## config.mk

```make
export PLATFORM = sky130hd
export DESIGN_NAME = spi_crc_regtarget
export DESIGN_NICKNAME = d
export VERILOG_FILES = /design/src/rtl/spi_crc_pkg.sv /design/src/rtl/spi_crc_sync.sv /design/src/rtl/spi_crc_frame.sv /design/src/rtl/spi_crc_tx.sv /design/src/rtl/spi_crc_regtarget.sv
export SDC_FILE = /design/constraint.sdc
export NUM_CORES = 1
export LEC_CHECK = 0
export BUFFER_PORTS_ARGS = -buffer_cell sky130_fd_sc_hd__buf_2
export CORE_MARGIN = 2
export CORE_UTILIZATION = 59
export CTS_CLUSTER_DIAMETER = 120
export DETAILED_ROUTE_END_ITERATION = 12
export PLACE_DENSITY = 0.81
export SLEW_MARGIN = 20
export SYNTH_ARGS = -nofsm -noshare
export SYNTH_HDL_FRONTEND = slang
export SYNTH_SLANG_ARGS = --single-unit
```

## constraint.sdc

```tcl
create_clock -name clk -period 3.5 [get_ports clk]
set_clock_uncertainty 0.1 [all_clocks]
set_input_delay 0.875 -clock clk [delete_from_list [all_inputs] [get_ports clk]]
set_output_delay 0.875 -clock clk [all_outputs]
set_load 0.005 [all_outputs]
```

## src/rtl/spi_crc_pkg.sv

```systemverilog
package spi_crc_pkg;
  localparam int ADDR_W = 7;
  localparam int BYTE_W = 8;

  typedef struct packed {
    logic              rd;
    logic [ADDR_W-1:0] addr;
  } cmd_t;

  // One byte through an MSB-first CRC-8 register.
  function automatic logic [BYTE_W-1:0] crc8_byte(input logic [BYTE_W-1:0] seed,
                                                  input logic [BYTE_W-1:0] din,
                                                  input logic [BYTE_W-1:0] poly);
    logic [BYTE_W-1:0] c;
    c = seed;
    for (int i = BYTE_W - 1; i >= 0; i--) begin
      if (c[BYTE_W-1] ^ din[i]) c = {c[BYTE_W-2:0], 1'b0} ^ poly;
      else                      c = {c[BYTE_W-2:0], 1'b0};
    end
    return c;
  endfunction

  function automatic logic [BYTE_W-1:0] crc8_pair(input logic [BYTE_W-1:0] b0,
                                                  input logic [BYTE_W-1:0] b1,
                                                  input logic [BYTE_W-1:0] poly);
    return crc8_byte(crc8_byte('0, b0, poly), b1, poly);
  endfunction
endpackage

```

## src/rtl/spi_crc_sync.sv

```systemverilog
module spi_crc_sync #(
  parameter int STAGES = 2,
  parameter int WIDTH  = 3,
  parameter logic [WIDTH-1:0] RST_VAL = '0
) (
  input  logic             clk,
  input  logic             rst_n,
  input  logic [WIDTH-1:0] d,
  output logic [WIDTH-1:0] q
);
  logic [WIDTH-1:0] chain [STAGES];

  for (genvar g = 0; g < STAGES; g++) begin : g_stage
    if (g == 0) begin : g_first
      always_ff @(posedge clk or negedge rst_n)
        if (!rst_n) chain[g] <= RST_VAL;
        else        chain[g] <= d;
    end else begin : g_next
      always_ff @(posedge clk or negedge rst_n)
        if (!rst_n) chain[g] <= RST_VAL;
        else        chain[g] <= chain[g-1];
    end
  end

  assign q = chain[STAGES-1];
endmodule

```

## src/rtl/spi_crc_frame.sv

```systemverilog
module spi_crc_frame
  import spi_crc_pkg::*;
#(
  parameter int RESET_ONES = 64,
  localparam int CNT_W = $clog2(RESET_ONES + 1) + 1
) (
  input  logic              clk,
  input  logic              rst_n,
  input  logic              sclk_s,
  input  logic              cs_n_s,
  input  logic              mosi_s,
  output logic              fall,
  output logic [CNT_W-1:0]  bit_cnt,
  output logic              cmd_done,
  output logic [BYTE_W-1:0] cmd_byte,
  output logic              b1_done,
  output logic [BYTE_W-1:0] b1,
  output logic              b2_done,
  output logic [BYTE_W-1:0] b2,
  output logic              ones_hit
);
  localparam logic [CNT_W-1:0] CNT_MAX = '1;

  logic              sclk_q;
  logic              rise;
  logic              all_ones;
  logic [BYTE_W-1:0] rx;
  logic [BYTE_W-1:0] rx_nxt;

  assign rise   = sclk_s & ~sclk_q & ~cs_n_s;
  assign fall   = ~sclk_s & sclk_q & ~cs_n_s;
  assign rx_nxt = {rx[BYTE_W-2:0], mosi_s};

  always_ff @(posedge clk or negedge rst_n) begin
    if (!rst_n) begin
      sclk_q   <= 1'b0;
      bit_cnt  <= '0;
      all_ones <= 1'b1;
      rx       <= '0;
      cmd_done <= 1'b0;
      b1_done  <= 1'b0;
      b2_done  <= 1'b0;
      ones_hit <= 1'b0;
      cmd_byte <= '0;
      b1       <= '0;
      b2       <= '0;
    end else begin
      sclk_q   <= sclk_s;
      cmd_done <= 1'b0;
      b1_done  <= 1'b0;
      b2_done  <= 1'b0;
      ones_hit <= 1'b0;
      if (cs_n_s) begin
        bit_cnt  <= '0;
        all_ones <= 1'b1;
      end else if (rise) begin
        rx <= rx_nxt;
        if (bit_cnt != CNT_MAX) bit_cnt <= bit_cnt + 1'b1;
        if (!mosi_s) all_ones <= 1'b0;
        if (bit_cnt == CNT_W'(BYTE_W - 1)) begin
          cmd_done <= 1'b1;
          cmd_byte <= rx_nxt;
        end
        if (bit_cnt == CNT_W'(2 * BYTE_W - 1)) begin
          b1_done <= 1'b1;
          b1      <= rx_nxt;
        end
        if (bit_cnt == CNT_W'(3 * BYTE_W - 1)) begin
          b2_done <= 1'b1;
          b2      <= rx_nxt;
        end
        if (bit_cnt == CNT_W'(RESET_ONES - 1) && all_ones && mosi_s)
          ones_hit <= 1'b1;
      end
    end
  end
endmodule

```

## src/rtl/spi_crc_tx.sv

```systemverilog
module spi_crc_tx #(
  parameter int WIDTH = 16
) (
  input  logic             clk,
  input  logic             rst_n,
  input  logic             clear,
  input  logic             load,
  input  logic [WIDTH-1:0] load_val,
  input  logic             shift,
  output logic             miso
);
  logic [WIDTH-1:0] sr;

  always_ff @(posedge clk or negedge rst_n) begin
    if (!rst_n)     sr <= '0;
    else if (clear) sr <= '0;
    else if (load)  sr <= load_val;
    else if (shift) sr <= {sr[WIDTH-2:0], 1'b0};
  end

  assign miso = sr[WIDTH-1];
endmodule

```

## src/rtl/spi_crc_regtarget.sv

```systemverilog
module spi_crc_regtarget
  import spi_crc_pkg::*;
#(
  parameter int               SYNC_STAGES = 2,
  parameter int               RESET_ONES  = 64,
  parameter logic [7:0]       CRC_POLY    = 8'h07,
  parameter logic [6:0]       NOCRC_ADDR  = 7'h5A,
  parameter int               CRC_EN_BIT  = 0,
  parameter logic             CRC_EN_RST  = 1'b0
) (
  input  logic       clk,
  input  logic       rst_n,
  input  logic       sclk,
  input  logic       cs_n,
  input  logic       mosi,
  output logic       miso,
  output logic       rd_req,
  output logic [6:0] rd_addr,
  input  logic [7:0] rd_data,
  output logic       wr_valid,
  input  logic       wr_ready,
  output logic [6:0] wr_addr,
  output logic [7:0] wr_data,
  output logic       crc_err,
  output logic       soft_rst
);
  localparam int CNT_W  = $clog2(RESET_ONES + 1) + 1;
  localparam int REPLY_W = 2 * BYTE_W;

  logic              sclk_s, cs_n_s, mosi_s;
  logic              fall, cmd_done, b1_done, b2_done, ones_hit;
  logic [CNT_W-1:0]  bit_cnt;
  logic [BYTE_W-1:0] cmd_byte, b1, b2;
  cmd_t              cmd;
  logic              crc_en;
  logic              exempt, commit_raw, commit_chk, crc_ok, commit, slot_free;

  spi_crc_sync #(.STAGES(SYNC_STAGES), .WIDTH(3), .RST_VAL(3'b010)) u_sync (
    .clk(clk), .rst_n(rst_n), .d({sclk, cs_n, mosi}), .q({sclk_s, cs_n_s, mosi_s})
  );

  spi_crc_frame #(.RESET_ONES(RESET_ONES)) u_frame (
    .clk(clk), .rst_n(rst_n), .sclk_s(sclk_s), .cs_n_s(cs_n_s), .mosi_s(mosi_s),
    .fall(fall), .bit_cnt(bit_cnt), .cmd_done(cmd_done), .cmd_byte(cmd_byte),
    .b1_done(b1_done), .b1(b1), .b2_done(b2_done), .b2(b2), .ones_hit(ones_hit)
  );

  spi_crc_tx #(.WIDTH(REPLY_W)) u_tx (
    .clk(clk), .rst_n(rst_n), .clear(cs_n_s), .load(rd_req),
    .load_val({rd_data, crc8_pair(cmd_byte, rd_data, CRC_POLY)}),
    .shift(fall && bit_cnt > CNT_W'(BYTE_W)), .miso(miso)
  );

  assign cmd        = cmd_t'(cmd_byte);
  assign rd_addr    = cmd.addr;
  assign exempt     = (cmd.addr == NOCRC_ADDR);
  assign crc_ok     = (b2 == crc8_pair(cmd_byte, b1, CRC_POLY));
  assign commit_raw = b1_done && !cmd.rd && (exempt || !crc_en);
  assign commit_chk = b2_done && !cmd.rd && !exempt && crc_en;
  assign commit     = commit_raw || (commit_chk && crc_ok);
  assign slot_free  = !wr_valid || wr_ready;

  always_ff @(posedge clk or negedge rst_n) begin
    if (!rst_n) begin
      rd_req   <= 1'b0;
      soft_rst <= 1'b0;
      wr_valid <= 1'b0;
      wr_addr  <= '0;
      wr_data  <= '0;
      crc_en   <= CRC_EN_RST;
      crc_err  <= 1'b0;
    end else begin
      rd_req   <= cmd_done && cmd_byte[BYTE_W-1] == 1'b0 ? 1'b0 : cmd_done;
      soft_rst <= ones_hit;
      if (ones_hit) begin
        wr_valid <= 1'b0;
        crc_en   <= CRC_EN_RST;
        crc_err  <= 1'b0;
      end else begin
        if (wr_valid && wr_ready) wr_valid <= 1'b0;
        if (commit && slot_free) begin
          wr_valid <= 1'b1;
          wr_addr  <= cmd.addr;
          wr_data  <= b1;
          if (exempt) crc_en <= b1[CRC_EN_BIT];
        end
        if (commit_chk && !crc_ok) crc_err <= 1'b1;
      end
    end
  end
endmodule

```

---- After elaboration in Yosys (flattened, before gate mapping) ----
Cells that the tools add are included.
Widths: inputs -> output; s select.
word-level totals
  flip-flop bits (word level) ............. 87
  logic and storage cells ................. 175
cells by class
  add/subtract/negate cells ............... 1
  magnitude comparators ................... 1
  equality and inequality tests ........... 8
  muxes and demuxes ....................... 54
  bitwise gates (word level) .............. 54
  reductions and logical operators ........ 36
operator list
  kind                 count
  $mux 3               24
  $not 3->3            22
  $mux 16              3
  $mux 1               24
  $mux 8               3
  $xor 1x1->1          18
  $logic_and 1x1->1    13
  $reduce_and 2->1     5
  $reduce_bool 2->1    5
  $reduce_and 3->1     3
  $add 8x1->8 const B  1
  $eq 8x3->1 const B   1
  $eq 8x4->1 const B   1
  $eq 8x5->1 const B   1
  $eq 8x6->1 const B   1
  $eq 8x8->1           1
  $gt 8x4->1 const B   1
  $ne 8x8->1 const B   1
  $eq 7x7->1 const B   1
  $reduce_bool 3->1    2
  $logic_not 1->1      5
  $not 1->1            5
  $xor 1x1->1 const A  5
  $and 1x1->1          4
  other kinds (2)      4

---- Longest topological paths before layout ----
  word-level depth ........................ 37
  gate-level depth with buffers ........... 12
  mapped depth without buffers ............ 9

---- Hierarchy ----
A second synthesis with hierarchy kept.
unflattened totals
  cell total of the unflattened synthesis .. 354
  area, all modules ....................... 4470.5 um^2
modules (own cells, without submodules)
  module             instances  cells an instance  area an instance (um^2)  seq. area each (um^2)
  spi_crc_frame      1          136                1878.1                   1127.3
  spi_crc_regtarget  1          138                1572.8                   500.5
  spi_crc_tx         1          71                 844.6                    400.4
  spi_crc_sync       1          9                  175.2                    152.6

---- Worst setup path after synthesis ----
No wires, ideal clock.
  path kind ............................... reg2reg
  start point ............................. register u_frame.cmd_byte[2]
  end point ............................... register wr_addr[0]
  library setup time ...................... 0.125 ns
  arrival ................................. 2.879 ns
  required time ........................... 3.275 ns
  slack ................................... 0.396 ns
  cell stages (with the launch flop) ...... 13
  path buffers ............................ 3
  clock period less this slack ............ 3.104 ns
  cells stage by stage .................... dfrtp_1 > clkbuf_1 > inv_1 > ha_1 > xnor3_1 > xnor2_2 > xnor3_1 > a22o_2 > nor4_4 > a41o_1 > buf_6 > buf_12 > mux2_4
between the ends
  word-level cells in the longest chain between the ends .. 17
  elaborated cells between the ends (all ways) .. 29
ends and longest elaborated chain
  what                                   RTL line                 text
  start, declared                        spi_crc_frame.sv:15      output logic [BYTE_W-1:0] cmd_byte,
  start signal, assigned                 spi_crc_frame.sv:62      cmd_byte <= rx_nxt;
  $xor 1x1->1                            spi_crc_pkg.sv:17        if (c[BYTE_W-1] ^ din[i]) c = {c[BYTE_W-2:0], 1'b0} ^ poly;
  $mux 3                                 spi_crc_pkg.sv:17
  $not 3->3 (no source line)             -
  $mux 3                                 spi_crc_pkg.sv:17
  $not 3->3 (no source line)             -
  $mux 3                                 spi_crc_pkg.sv:17
  $xor 1x1->1                            spi_crc_pkg.sv:17
  $mux 3                                 spi_crc_pkg.sv:17
  $not 3->3 (no source line)             -
  $mux 3                                 spi_crc_pkg.sv:17
  $not 3->3 (no source line)             -
  $mux 3                                 spi_crc_pkg.sv:17
  $eq 8x8->1                             spi_crc_regtarget.sv:57  assign crc_ok = (b2 == crc8_pair(cmd_byte, b1, CRC_POLY));
  $logic_and 1x1->1                      spi_crc_regtarget.sv:60  assign commit = commit_raw || (commit_chk && crc_ok);
  $logic_or 1x1->1 (*)                   spi_crc_regtarget.sv:60
  $logic_and 1x1->1 (*)                  spi_crc_regtarget.sv:81  if (commit && slot_free) begin
  $reduce_and 2->1 (no source line) (*)  -
  end signal, assigned                   spi_crc_regtarget.sv:83  wr_addr <= cmd.addr;
  end, declared                          spi_crc_regtarget.sv:22  output logic [6:0] wr_addr,
Every way passes the cells marked *; elsewhere a longest branch is shown, timed or not.
A chain may end at the register's enable or synchronous reset.

---- Final worst setup path ----
  start point ............................. register u_frame.cmd_byte[5]
  end point ............................... register wr_data[0]
between the ends
  word-level cells in the longest chain between the ends .. 17
  elaborated cells between the ends (all ways) .. 34
ends and longest elaborated chain
  what                                   RTL line                 text
  $xor 1x1->1                            spi_crc_pkg.sv:17
  $mux 3                                 spi_crc_pkg.sv:17
  $not 3->3 (no source line)             -
  $mux 3                                 spi_crc_pkg.sv:17
  $not 3->3 (no source line)             -
  $mux 3                                 spi_crc_pkg.sv:17
  $xor 1x1->1                            spi_crc_pkg.sv:17
  $mux 3                                 spi_crc_pkg.sv:17
  $not 3->3 (no source line)             -
  $mux 3                                 spi_crc_pkg.sv:17
  $not 3->3 (no source line)             -
  $mux 3                                 spi_crc_pkg.sv:17
  $eq 8x8->1                             spi_crc_regtarget.sv:57
  $logic_and 1x1->1                      spi_crc_regtarget.sv:60
  $logic_or 1x1->1 (*)                   spi_crc_regtarget.sv:60
  $logic_and 1x1->1 (*)                  spi_crc_regtarget.sv:81
  $reduce_and 2->1 (no source line) (*)  -
  end signal, assigned                   spi_crc_regtarget.sv:69  wr_data <= '0;
  end signal, assigned                   spi_crc_regtarget.sv:84  wr_data <= b1;
  end, declared                          spi_crc_regtarget.sv:23  output logic [7:0] wr_data,
Marked as above.

==> results_dict.tcl <==
set metrics [dict create \
    finalCritPeriodShare_pct 95.4 \
    synth_common_cells "dfrtp_1 (84), nor2_1 (49), xnor2_1 (38), nand2_1 (36), mux2_2 (28)" \
    leakage_nw 2.43 \
    syn_to_final_growth_pct 10.4 \
    min_period_ns 3.34 \
    clkTransAtPathRegs_ns 0.09 \
    die_area_um2 8260 \
    netlist-cell-type-count 41 \
    synth_area_leaders "dfrtp_1 (47%), xnor2_1 (7.5%), mux2_2 (7.1%)" \
    peakVddDrop_mv 0.221 \
    num_rows 31 \
    crit_required_ns 3.65 \
    place_ws_ns 0.182 \
    synth_top_flop_cell "dfrtp_1" \
    finalHoldViolCount 0 \
    cts-hold-fix-buffers 0 \
    status "completed" \
    routed_wl_um 8800 \
    cp_max_fo 11 \
    slew_headroom_pct 43.9 \
    final_nets 442 \
    power.density_nw_per_um2 397 \
    cts_buffers 9 \
    avgSynthCellArea_um2 11.5 \
    vias 2882 \
    synth_async_sr_flop_share_pct 100 \
    grt_max_degree 88 \
    cts_resized 0 \
    critPathKind "flop to flop" \
    drive_gt1_share_pct 26.6 \
    min_path_type "flop to flop" \
    cp-start-kind "flop" \
    fillerInstances 567 \
    synthCells 386 \
    worstPathArrival_ns 3.49 \
    die_h_um 90.9 \
    drv_cap 0 \
    synth.largest_area_cell "dfrtp_1" \
    worst_pin_slew_ns 0.838 \
    drt_pre_antenna_iters 4 \
    syn_area_um2 4450 \
    yosysWarnings 0 \
    grt_pass1_wl_um 14500 \
    setup_ws_ns 0.160 \
    dp_hpwl_um 6220 \
    dieWidth_um 90.9 \
    finalSetupViolCount 0 \
    post_cts_buffers 0 \
    htree_levels 3 \
    cts.path.max_buffers 2 \
    n_antenna_cell 0 \
    synth_top_area_share_pct 47.2 \
    core_um2 7290 \
    first_global_vias 2812 \
    cts_tree "yes" \
    wl_per_cell_um 16.7 \
    globalRouteOverflowTotal 0 \
    ys_ff_latch 87 \
    slew_violations 0 \
    yosysSeqAreaShare_pct 49.0 \
    ant_nets 0 \
    dp.cells 512 \
    root_buffer "clkbuf_8" \
    port_buffers 40 \
    synth_nets 404 \
    via_per_inst 5.46 \
    stdcell_count 528 \
    initial_core_util_pct 61.1 \
    max_freq_mhz 299 \
    grtUsageTotal_pct 22.6 \
    antenna_found_initial 0 \
    synth_edf_count 0 \
    gp_congestion 0.861 \
    yosys.cell_count.top_type "dfrtp_1" \
    drcViolationCount 0 \
    io-pin-count 41 \
    clk_latency_ns 0.36 \
    setup_tns_ns 0 \
    cp-end-kind "flop" \
    drt-initial-drc-count 118 \
    cts.sinks 87 \
    rsz0062_at_grt "false" \
]
placed cells by master (no fill, tap or decap), drive strengths merged, types with 5 or more instances in the layout:
| cell type | instances |
|---|---|
| nand2 | 36 |
| nor2 | 49 |
| a21oi | 19 |
| dfrtp | 84 |
| xnor2 | 40 |
| mux2i | 19 |
| xnor3 | 5 |
| xor2 | 18 |
| clkbuf | 11 |
| mux2 | 38 |
| buf | 49 |
| inv | 10 |
power breakdown:
part / switching (W) / leakage [nW] / total [W] / internal [W]
combinational: 0.0000599 / 1.14 / 0.000117 / 0.0000567
clock: 0.000358 / 0.105 / 0.000725 / 0.000368
sequential: 0.0000663 / 1.18 / 0.00111 / 0.00104
total: 0.000484 / 2.43 / 0.00195 / 0.00147
layout make-up:
class                           instances  area [um^2]  share of cell area (%)
Clock buffer                           11          151                    3.08
Clock inverter                          5         56.3                    1.15
Inverter                               11         41.3                   0.840
Multi-Input combinational cell        266         2090                    42.5
Sequential cell                        87         2180                    44.4
Tap cell                               99          124                    2.52
Timing Repair Buffer                   49          274                    5.57
registers in the layout, indices dropped and copies added, names as in the netlist, 3 cells and up:
register,count
u_tx.sr,16
u_frame.b1,8
u_frame.b2,8
u_frame.bit_cnt,8
u_frame.cmd_byte,8
wr_data,8
u_frame.rx,7
wr_addr,7
u_sync.chain,3
u_sync.q,3
cells by family after synthesis:
| group | count (synthesis) | synth area share, % |
|---|---|---|
| xor gates and xnor gates | 66 | 16.0 |
| muxes | 57 | 14.7 |
| DFF | 87 | 49.0 |
| and+or+nand+nor | 111 | 11.3 |
| buffers and inverters | 33 | 4.27 |
| adders and majority gates | 4 | 1.12 |
| AOI/OAI and AO/OA | 28 | 3.60 |
routing by layer:
| metal | share of wire (%) | track usage [%] | vias to the layer above |
|---|---|---|---|
| li1 | - | - | 1354 |
| met1 | 46 | 32.2 | 1456 |
| met2 | 49 | 35.6 | 60 |
| met3 | 3.0 | 3.34 | 12 |
| met4 | 1.6 | 7.83 | 0 |
| met5 | 0 | 0 | - |
worst max-delay path, stage by stage (launching register included):
cell and delay, ns:
dfrtp_1 0.46, inv_1 0.07, ha_1 0.34, xnor3_1 0.47, xnor2_1 0.27, xnor3_1 0.26
a22o_2 0.23, nor4_4 0.19, a41o_1 0.25, buf_4 0.24, mux2_2 0.35
per-stage QoR:
step,util [%],instance area (um^2),hold WS [ns],power (W)
2_1_floorplan,-,4450,0.231,0.00117
3_3_place_gp,64.5,4710,0.236,0.00123
3_5_place_dp,64.5,4710,0.237,0.00124
4_1_cts,67.4,4910,0.256,0.00195
5_1_grt,67.4,4920,0.263,0.00203
6_report,67.4,4920,0.253,0.00195
path summary, 6_finish.rpt:
path | start | endpoint | slack (ns) | depth (start not counted)
hold reg to reg | u_sync.chain[5] | u_sync.q[2] | 0.25 | 0
min in group asynchronous | rst_n | u_frame.bit_cnt[0] | 0.46 | 1
setup / recovery | u_frame.cmd_byte[5] | wr_data[0] | 0.16 | 10
max in group asynchronous | rst_n | u_frame.b2[1] | 2.31 | 1
setup reg to reg | u_frame.cmd_byte[5] | wr_data[0] | 0.16 | 10
hold / removal | u_sync.chain[5] | u_sync.q[2] | 0.25 | 0
Power figures use the tool's default switching activity.
